## src/rtl/fwr_pkg.sv

```systemverilog
package fwr_pkg;
    typedef enum logic [1:0] {
        ST_IDLE = 2'd0,
        ST_LOAD = 2'd1,
        ST_EST  = 2'd2
    } fwr_state_e;
endpackage

```

## src/rtl/fwr_step_limit.sv

```systemverilog
module fwr_step_limit #(
    parameter int MAX_REF = 4,
    parameter int FRM_W   = 8,
    localparam int STEP_W = $clog2(MAX_REF + 1)
) (
    input  logic [FRM_W-1:0]  frames,
    input  logic [FRM_W-1:0]  ref_idx,
    output logic [STEP_W-1:0] kmax
);
    logic [FRM_W-1:0] avail;

    always_comb begin
        // frames still ahead of this reference frame
        avail = frames - ref_idx - FRM_W'(1);
        if (avail > FRM_W'(MAX_REF))
            kmax = STEP_W'(MAX_REF);
        else
            kmax = STEP_W'(avail);
    end
endmodule

```

## src/rtl/fwr_last_flags.sv

```systemverilog
module fwr_last_flags #(
    parameter int MAX_REF = 4,
    parameter int FRM_W   = 8,
    parameter int MB_W    = 12,
    localparam int STEP_W = $clog2(MAX_REF + 1)
) (
    input  logic [FRM_W-1:0]  frames,
    input  logic [MB_W-1:0]   mbs,
    input  logic [FRM_W-1:0]  ref_idx,
    input  logic [MB_W-1:0]   mb_idx,
    input  logic [STEP_W-1:0] step,
    input  logic [STEP_W-1:0] kmax,
    output logic              last_step,
    output logic              last_mb,
    output logic              last_ref
);
    always_comb begin
        last_step = (step >= kmax);
        last_mb   = (mb_idx == mbs - MB_W'(1));
        last_ref  = (ref_idx == frames - FRM_W'(2));
    end
endmodule

```

## src/rtl/fwr_sched.sv

```systemverilog
module fwr_sched
    import fwr_pkg::*;
#(
    parameter int MAX_REF = 4,
    parameter int FRM_W   = 8,
    parameter int MB_W    = 12,
    localparam int STEP_W = $clog2(MAX_REF + 1)
) (
    input  logic              clk,
    input  logic              rst_n,
    input  logic              start,
    input  logic [FRM_W-1:0]  num_frames,
    input  logic [MB_W-1:0]   num_mbs,
    output logic              ld_req,
    output logic [FRM_W-1:0]  ld_ref,
    output logic [MB_W-1:0]   ld_mb,
    input  logic              ld_done,
    output logic              est_req,
    output logic [FRM_W-1:0]  est_frame,
    output logic [MB_W-1:0]   est_mb,
    output logic [STEP_W-1:0] est_step,
    input  logic              est_done,
    output logic              cmp_vld,
    output logic [FRM_W-1:0]  cmp_frame,
    output logic [MB_W-1:0]   cmp_mb
);
    typedef struct packed {
        fwr_state_e        st;
        logic [FRM_W-1:0]  ref_idx;
        logic [MB_W-1:0]   mb_idx;
        logic [STEP_W-1:0] step;
        logic [FRM_W-1:0]  nf;
        logic [MB_W-1:0]   nm;
        logic              cv;
        logic [FRM_W-1:0]  cf;
        logic [MB_W-1:0]   cm;
    } regs_t;

    regs_t r_d, r_q;

    logic [STEP_W-1:0] kmax;
    logic              last_step, last_mb, last_ref;

    fwr_step_limit #(.MAX_REF(MAX_REF), .FRM_W(FRM_W)) u_limit (
        .frames  (r_q.nf),
        .ref_idx (r_q.ref_idx),
        .kmax    (kmax)
    );

    fwr_last_flags #(.MAX_REF(MAX_REF), .FRM_W(FRM_W), .MB_W(MB_W)) u_flags (
        .frames    (r_q.nf),
        .mbs       (r_q.nm),
        .ref_idx   (r_q.ref_idx),
        .mb_idx    (r_q.mb_idx),
        .step      (r_q.step),
        .kmax      (kmax),
        .last_step (last_step),
        .last_mb   (last_mb),
        .last_ref  (last_ref)
    );

    always_comb begin
        r_d    = r_q;
        r_d.cv = 1'b0;
        unique case (r_q.st)
            ST_IDLE: begin
                if (start && (num_frames >= FRM_W'(2)) && (num_mbs != '0)) begin
                    r_d.nf      = num_frames;
                    r_d.nm      = num_mbs;
                    r_d.ref_idx = '0;
                    r_d.mb_idx  = '0;
                    r_d.step    = '0;
                    r_d.st      = ST_LOAD;
                end
            end
            ST_LOAD: begin
                if (ld_done) begin
                    r_d.step = STEP_W'(1);
                    r_d.st   = ST_EST;
                end
            end
            ST_EST: begin
                if (est_done) begin
                    if (r_q.step == STEP_W'(1)) begin
                        r_d.cv = 1'b1;
                        r_d.cf = r_q.ref_idx + FRM_W'(1);
                        r_d.cm = r_q.mb_idx;
                    end
                    if (!last_step) begin
                        r_d.step = r_q.step + STEP_W'(1);
                    end else if (!last_mb) begin
                        r_d.mb_idx = r_q.mb_idx + MB_W'(1);
                        r_d.st     = ST_LOAD;
                    end else if (!last_ref) begin
                        r_d.mb_idx  = '0;
                        r_d.ref_idx = r_q.ref_idx + FRM_W'(1);
                        r_d.st      = ST_LOAD;
                    end else begin
                        r_d.st = ST_IDLE;
                    end
                end
            end
            default: r_d.st = ST_IDLE;
        endcase
    end

    always_ff @(posedge clk) begin
        if (!rst_n) begin
            r_q <= '0;
        end else begin
            r_q <= r_d;
        end
    end

    assign ld_req    = (r_q.st == ST_LOAD);
    assign ld_ref    = r_q.ref_idx;
    assign ld_mb     = r_q.mb_idx;
    assign est_req   = (r_q.st == ST_EST);
    assign est_frame = r_q.ref_idx + FRM_W'(r_q.step);
    assign est_mb    = r_q.mb_idx;
    assign est_step  = r_q.step;
    assign cmp_vld   = r_q.cv;
    assign cmp_frame = r_q.cf;
    assign cmp_mb    = r_q.cm;


    ld_hold_chk: assert property (@(posedge clk) disable iff (!rst_n)
        (ld_req && !ld_done) |=> (ld_req && $stable(ld_ref) && $stable(ld_mb)));


    est_hold_chk: assert property (@(posedge clk) disable iff (!rst_n)
        (est_req && !est_done) |=> (est_req && $stable(est_frame) && $stable(est_step)));


    ld_after_est_chk: assert property (@(posedge clk) disable iff (!rst_n)
        (ld_req && !$past(ld_req)) |-> $past(est_done || start));


    est_range_chk: assert property (@(posedge clk) disable iff (!rst_n)
        est_req |-> ((est_step != '0) && (est_step <= STEP_W'(MAX_REF)) && (est_frame < r_q.nf)));


    cmp_src_chk: assert property (@(posedge clk) disable iff (!rst_n)
        cmp_vld |-> $past(est_req && est_done && (est_step == STEP_W'(1))));
endmodule

```

## config.mk

```make
export PLATFORM = sky130hd
export DESIGN_NAME = fwr_sched
export DESIGN_NICKNAME = d
export VERILOG_FILES = /design/src/rtl/fwr_pkg.sv /design/src/rtl/fwr_step_limit.sv /design/src/rtl/fwr_last_flags.sv /design/src/rtl/fwr_sched.sv
export SDC_FILE = /design/constraint.sdc
export NUM_CORES = 1
export LEC_CHECK = 0
export ABC_CLOCK_PERIOD_IN_PS = 8200
export BUFFER_PORTS_ARGS = -buffer_cell sky130_fd_sc_hd__buf_2
export CAP_MARGIN = 20
export CORE_ASPECT_RATIO = 2
export CORE_MARGIN = 10
export CORE_UTILIZATION = 45
export CTS_BUF_LIST = sky130_fd_sc_hd__clkbuf_16
export DETAILED_ROUTE_END_ITERATION = 10
export PLACE_DENSITY = 0.67
export SLEW_MARGIN = 5
export SYNTH_ARGS = -nofsm -noshare
export SYNTH_HDL_FRONTEND = slang
export SYNTH_SLANG_ARGS = --single-unit
```

## constraint.sdc

```tcl
create_clock -name clk -period 8.2 [get_ports clk]
set_input_delay 1.23 -clock clk [delete_from_list [all_inputs] [get_ports clk]]
set_output_delay 1.23 -clock clk [all_outputs]
set_load 0.01 [all_outputs]
```

# Word-level counts from Yosys, hierarchy flattened
# Index checks and enable logic that the tools add are counted.
[word_totals]
register_bits = 66
[op_classes]
n_eq_ne = 13
n_lt_le_gt_ge = 3
addsub = 8
n_reduce_logical = 13
mux = 16
[op_table]
columns = ["cell", "n"]
rows = [
  ["$mux W45", 1],
  ["$pmux W20 S2", 1],
  ["$mux W25", 1],
  ["$mux W22", 1],
  ["$mux W21", 1],
  ["$mux W20", 1],
  ["$add A12 B1 Y12 const B", 1],
  ["$eq A12 B12 Y1", 1],
  ["$mux W12", 1],
  ["$reduce_bool A12 Y1", 1],
  ["$sub A12 B1 Y12 const B", 1],
  ["$reduce_and A5 Y1", 2],
  ["$mux W3", 3],
  ["$pmux W3 S3", 1],
  ["$add A8 B1 Y8 const B", 1],
  ["$add A8 B3 Y8", 1],
  ["$eq A8 B8 Y1", 1],
  ["$ge A8 B2 Y1 const B", 1],
  ["$gt A8 B3 Y1 const B", 1],
  ["$mux W8", 1],
  ["$ne A2 B1 Y1 const B", 4],
  ["$sub A8 B1 Y8 const B", 1],
  ["$sub A8 B2 Y8 const B", 1],
  ["$sub A8 B8 Y8", 1],
  ["18 further kinds", 23],
]

# Longest topological paths before layout
[logic_depth]
depth_word = 8
mapped_depth = 22
depth_no_buf = 20

# Modules after synthesis
# A second synthesis with hierarchy kept.
[hier_totals]
hier_cells = 579
area_unflattened_um2 = 4693.3
[modules_own_cells]
columns = ["mod", "cells_each", "instances", "area_per_inst_um2", "seq_area_each_um2"]
rows = [
  ["fwr_sched", 429, 1, 3612.2, 1321.3],
  ["fwr_last_flags", 98, 1, 694.4, 0.0],
  ["fwr_step_limit", 52, 1, 386.6, 0.0],
]

# Worst setup path after synthesis
# OpenSTA, ideal clock, no wires.
[synth_timing]
path_kind = "register -> register"
from = "register r_q (netlist bit ld_ref[1])"
to = "register r_q (netlist bit est_mb[10])"
stages_incl_launch_ff = 20
slack_ns = 4.150
arrival_ns = 3.976
period_less_slack_ns = 4.050
cell_sequence = "dfxtp_1 > inv_1 > ha_1 > a21o_1 > a21oi_1 > nor2b_1 > nor2_1 > or3_1 > o21ai_0 > nand4b_1 > or2_2 > ha_1 > a21o_1 > a21o_1 > nand2_1 > a211oi_1 > o21ai_2 > buf_6 > or4_1 > a21oi_1"
[synth_via]
elab_chain_cells = 7
elab_cells_between_ends = 9
[synth_lines]
columns = ["element", "line_no", "rtl"]
rows = [
  ["start: declaration", "fwr_sched.sv:39", "regs_t r_d, r_q;"],
  ["start signal: assignment", "fwr_sched.sv:111", "r_q <= r_d;"],
  ["$sub A8 B8 Y8", "fwr_step_limit.sv:14", "avail = frames - ref_idx - FRM_W'(1);"],
  ["$sub A8 B1 Y8", "fwr_step_limit.sv:14", ""],
  ["$gt A8 B3 Y1", "fwr_step_limit.sv:15", "if (avail > FRM_W'(MAX_REF))"],
  ["$mux W3", "fwr_step_limit.sv:15", ""],
  ["$ge A3 B3 Y1", "fwr_last_flags.sv:18", "last_step = (step >= kmax);"],
  ["$ne A2 B1 Y1 (no line)", "-", ""],
  ["$reduce_and A5 Y1 (no line) (*)", "-", ""],
]
# Every way passes the cells marked *; elsewhere a longest branch is shown, timed or not.
# A chain may end at the register's enable or synchronous reset.

# Worst setup path in the final report
[layout_timing]
from = "register r_q (netlist bit ld_ref[1])"
to = "register r_q (netlist bit est_mb[7])"
# The elaborated chain is that of the path after synthesis.

==> results by stage <==
Outcome:
- The run finished with clean final reports.

Die:
- The area enclosed by the die boundary is 0.0148 mm2.
- Measured along the x axis, the die boundary spans 91.2 um.
- The core region is 0.0100 mm2.
- The initial utilization of the core area, before any placement, comes to 45.5%.
- Measured along the y axis, the die boundary spans 162 um.
- In this run the core area contains 52 standard-cell rows.
- The I/O pin count is 91.

Timing:
- Setup repair after global routing left no endpoint under its margin.
- Static timing analysis puts the maximum clock frequency at 0.221 GHz.
- The final critical path time including I/O delays and setup is 4.52 ns.
- The worst-margin pin slew is 0.979 ns.
- The final worst-path cycle share is 55.1%.
- The hold violation count in the final report is 0.
- The final-report max-slew violation count was 0.
- The relative max-transition margin is 33.9%.
- On the final layout, the worst clock skew is 0.00731 ns.
- Setup violations remaining at the end of the flow were counted as 0.
- Summed over all failing endpoints, the final setup total negative slack is 0 ns.

Power and ir drop:
- The internal power is 621 uW.
- For this design the static power due to leakage is 0.00210 uW.
- Of the total power, combinational logic draws 22.2%.
- The maximum vdd ir drop is 0.000116 V.
- The net switching power of the design is 281 uW.
- Net switching is 31.1% of the power.
- Sequential cells account for 39.5% of the total power.
- In this run, the clock network consumes 38.3% of the power.
- Dividing total power by cell area gives a power density of 182 mW/mm2.

Layout:
- Of the cells placed in the final design, the portion with a size suffix greater than 1 is 19.5%.
- Once layout is complete, the utilization of the core stands at 49.4%.
- The flip-flop and latch area is 0.00132 mm2.
- Relative to the synthesized area, the layout overhead comes to 8.50%.
- The net count of the finished layout is 650.
- The total area of multi-input combinational cells is 0.00263 mm2.
- Counting the fill cells in the layout gives 1042.
- The antenna diode instance count is 0.

Logic synthesis:
- For this run, the number of Yosys warnings is 0.
- The gate count of the mapped netlist is 577.
- The post-synth design cell area is 0.00456 mm2.
- The number of synthesized flops with an enable pin is 0.
- Sequential elements use 29.0% of the synthesized area.
- The synthesis-stage register bit count is 66.
- The post-synth net total is 627.
- The average instance in the mapped netlist occupies 7.90 um2.
- Yosys mapped the design onto 59 distinct sky130hd cell types.
- The fraction of registers with async set/reset is 0%.
- The prevailing post-synth register cell is dfxtp_1.

Route:
- Dividing the detail-routed wire length by the instance count gives 16.7 um.
- The DRC violations left is 0.
- The pre-antenna-repair detailed-routing pass consisted of 4 iterations.
- The per-cell via count in the routed design is 5.48.
- The count of antenna-violating nets left after detailed routing is 0.
- The detailed router's first-iteration violation count is 135.
- Summed over all layers, the routed wires come to 12.4 mm.
- The total vias in the final route is 4052.

Clock tree:
- The cell sitting at the root of the clock tree is a clkbuf_16.
- The latest clock arrival within the worst-skew pair is 0.33 ns.
- The post-CTS setup repair buffer count is 0.
- The total clock sinks is 66.
- The deepest clock path buffer count is 2.
- In this run, post-CTS hold repair placed 0 buffers.
- The TritonCTS clock tree is done.
- The H-tree was split into 3 levels.
- Clock-pin slew was measured on the worst setup and hold paths at 0.05 ns.
- The count of cells resized by post-cts repair is 0.
- The CTS buffer count is 9.

Placement:
- Input and output buffers added on the ports amount to 90.
- Summed over all nets, the half-perimeter wirelength after detailed placement is 10.0 mm.
- The congestion estimate from routability-driven global placement came to 0.909.

Setup path:
- The type of the worst setup path is reg2reg.
- In this run the worst path has a maximum fanout of 20.
- The critical path arrival is 4.77 ns.
- The setup slack of the worst register-to-register path is 3.68 ns.
- The most critical setup path has its endpoint at est_mb[7].
- Tracing the worst setup path back leads to its startpoint at ld_ref[1].
- STA classifies the critical path startpoint as a flop.
- The number of cells on the worst reg-to-reg path is 18.
- At the worst endpoint, the required time is 8.45 ns.
- The kind of end point of the critical path is a flop.
- The worst register-to-register path begins at ld_ref[1].
- The capture point of the worst reg-to-reg path is est_mb[7].

GRT:
- The total global routing track utilization is 16.9%.
- The number of global-route vias before repair is 4149.
- The initial antenna violation count is 0.
- The largest net degree at the start of global routing is 55.
- The total congestion overflow after global routing is 0.
- The first global-routing pass estimated 20.3 mm of wire.

Hold path:
- The classification of the worst-slack hold path is reg2reg.

Flow run:
- The count of maximum capacitance violations is 0.
-- per-layer routing --
layer | vias up | GRT usage [%] | share of wire, %
met4 | 0 | 10.0 | 4.5
met5 | - | 0 | 0
met2 | 112 | 33.8 | 57
met1 | 1886 | 14.2 | 34
met3 | 36 | 4.06 | 4.8
li1 | 2018 | - | -
-- stage by stage --
step	area, um2	setup WS [ns]	hold slack [ns]	power (uW)	std cells
CTS	4950	3.66	0.453	911	740
finish	4950	3.68	0.450	902	740
global route	4950	3.27	0.468	953	740
global placement	4680	3.81	0.441	559	724
detailed placement	4680	3.69	0.445	563	724
floorplan	4560	4.15	0.437	518	577
-- how the worst min path moves through the flow --
| stage | startpoint | end | slack, ns | cells past startpoint |
|---|---|---|---|---|
| floorplan | cmp_frame[1] | cmp_frame[1] | 0.44 | 2 |
| global placement | cmp_mb[5] | cmp_mb[5] | 0.44 | 2 |
| detailed placement | cmp_mb[10] | cmp_mb[10] | 0.45 | 2 |
| CTS | cmp_mb[6] | cmp_mb[6] | 0.45 | 2 |
| global route | cmp_mb[10] | cmp_mb[10] | 0.47 | 2 |
| finish | cmp_mb[8] | cmp_mb[8] | 0.45 | 2 |
-- power groups by stage --
| stage | combinational [uW] | clock [uW] | sequential [uW] |
|---|---|---|---|
| 4_1_cts | 201 | 354 | 357 |
| 3_3_place_gp | 196 | 0 | 363 |
| 2_1_floorplan | 165 | 0 | 353 |
| 6_report | 200 | 345 | 356 |
| 3_5_place_dp | 199 | 0 | 364 |
| 5_1_grt | 227 | 367 | 359 |
-- critical path: stages (launching register included) --
cell and delay [ns]:
dfxtp_1 0.46, inv_1 0.13, ha_1 0.32, a21o_1 0.18
a21oi_1 0.16, nor2b_1 0.19, nor2_1 0.07, or3_1 0.34
o21ai_0 0.08, nand4b_1 0.13, or2_2 0.30, ha_1 0.28
a21o_1 0.11, a21o_1 0.17, nand2_1 0.08, a211oi_1 0.42
o21ai_2 0.32, or4_1 0.57, a21oi_1 0.15
-- registers in the layout, indices dropped and copies added (netlist names) --
register and flops:
ld_ref 8, cmp_mb 12, cmp_vld 1, r_q 22, est_step 3, est_mb 12, cmp_frame 8
-- cell usage after synthesis, types with 3 or more instances --
cell type	number	area (um2)
dfxtp_1	66	1320
nor2_1	60	225
buf_4	55	413
nand2_1	51	191
a21oi_1	42	210
xnor2_1	27	236
inv_1	25	93.8
ha_1	23	288
mux2i_1	23	230
clkbuf_1	18	67.6
nor3_1	18	90.1
o21ai_0	17	85.1
nand3_1	16	80.1
nand4_1	10	62.6
xor2_1	8	70.1
a31oi_1	7	43.8
nand2b_1	7	43.8
nor2b_1	7	43.8
or3_1	7	43.8
and3_1	6	37.5
nor4_1	6	37.5
a211oi_1	5	37.5
a21o_1	5	37.5
o211ai_1	5	37.5
or4_1	5	37.5
buf_1	4	15.0
o31ai_1	4	30.0
or2_2	4	25.0
and2_1	3	18.8
o21a_1	3	22.5
-- cell type report --
| class | instances | share of cell area (%) |
|---|---|---|
| Multi-Input combinational cell | 405 | 53.0 |
| Sequential cell | 66 | 26.7 |
| Timing Repair Buffer | 92 | 9.41 |
| Clock buffer | 9 | 4.55 |
| Tap cell | 135 | 3.41 |
| Inverter | 26 | 1.97 |
| Clock inverter | 7 | 0.910 |
-- logic make-up (layout without fill, tap and decap cells) --
logic type	count (synthesis)	count (layout)	synth area share, %
AO/OA/AOI/OAI	109	109	15.2
XOR/XNOR	35	35	6.72
adder cells (fa/ha/maj)	25	25	7.19
buffers and inverters	106	134	13.5
flip-flops	66	66	29.0
multiplexers	24	24	5.29
AND/OR/NAND/NOR	212	212	23.1
-- layout by cell type, fill, tap and decap left out, types with 8 or more instances in the layout --
cell type and count:
nor3_1 18, nand4_1 10, ha_1 23, o21ai_0 17
xnor2_1 27, nor2_1 60, a21oi_1 42, inv_1 26
nand2_1 51, buf_2 90, dfxtp_1 66, xor2_1 8
mux2i_1 23, nand3_1 16, clkbuf_16 9
Note: power is estimated with default switching activity, not from simulation.
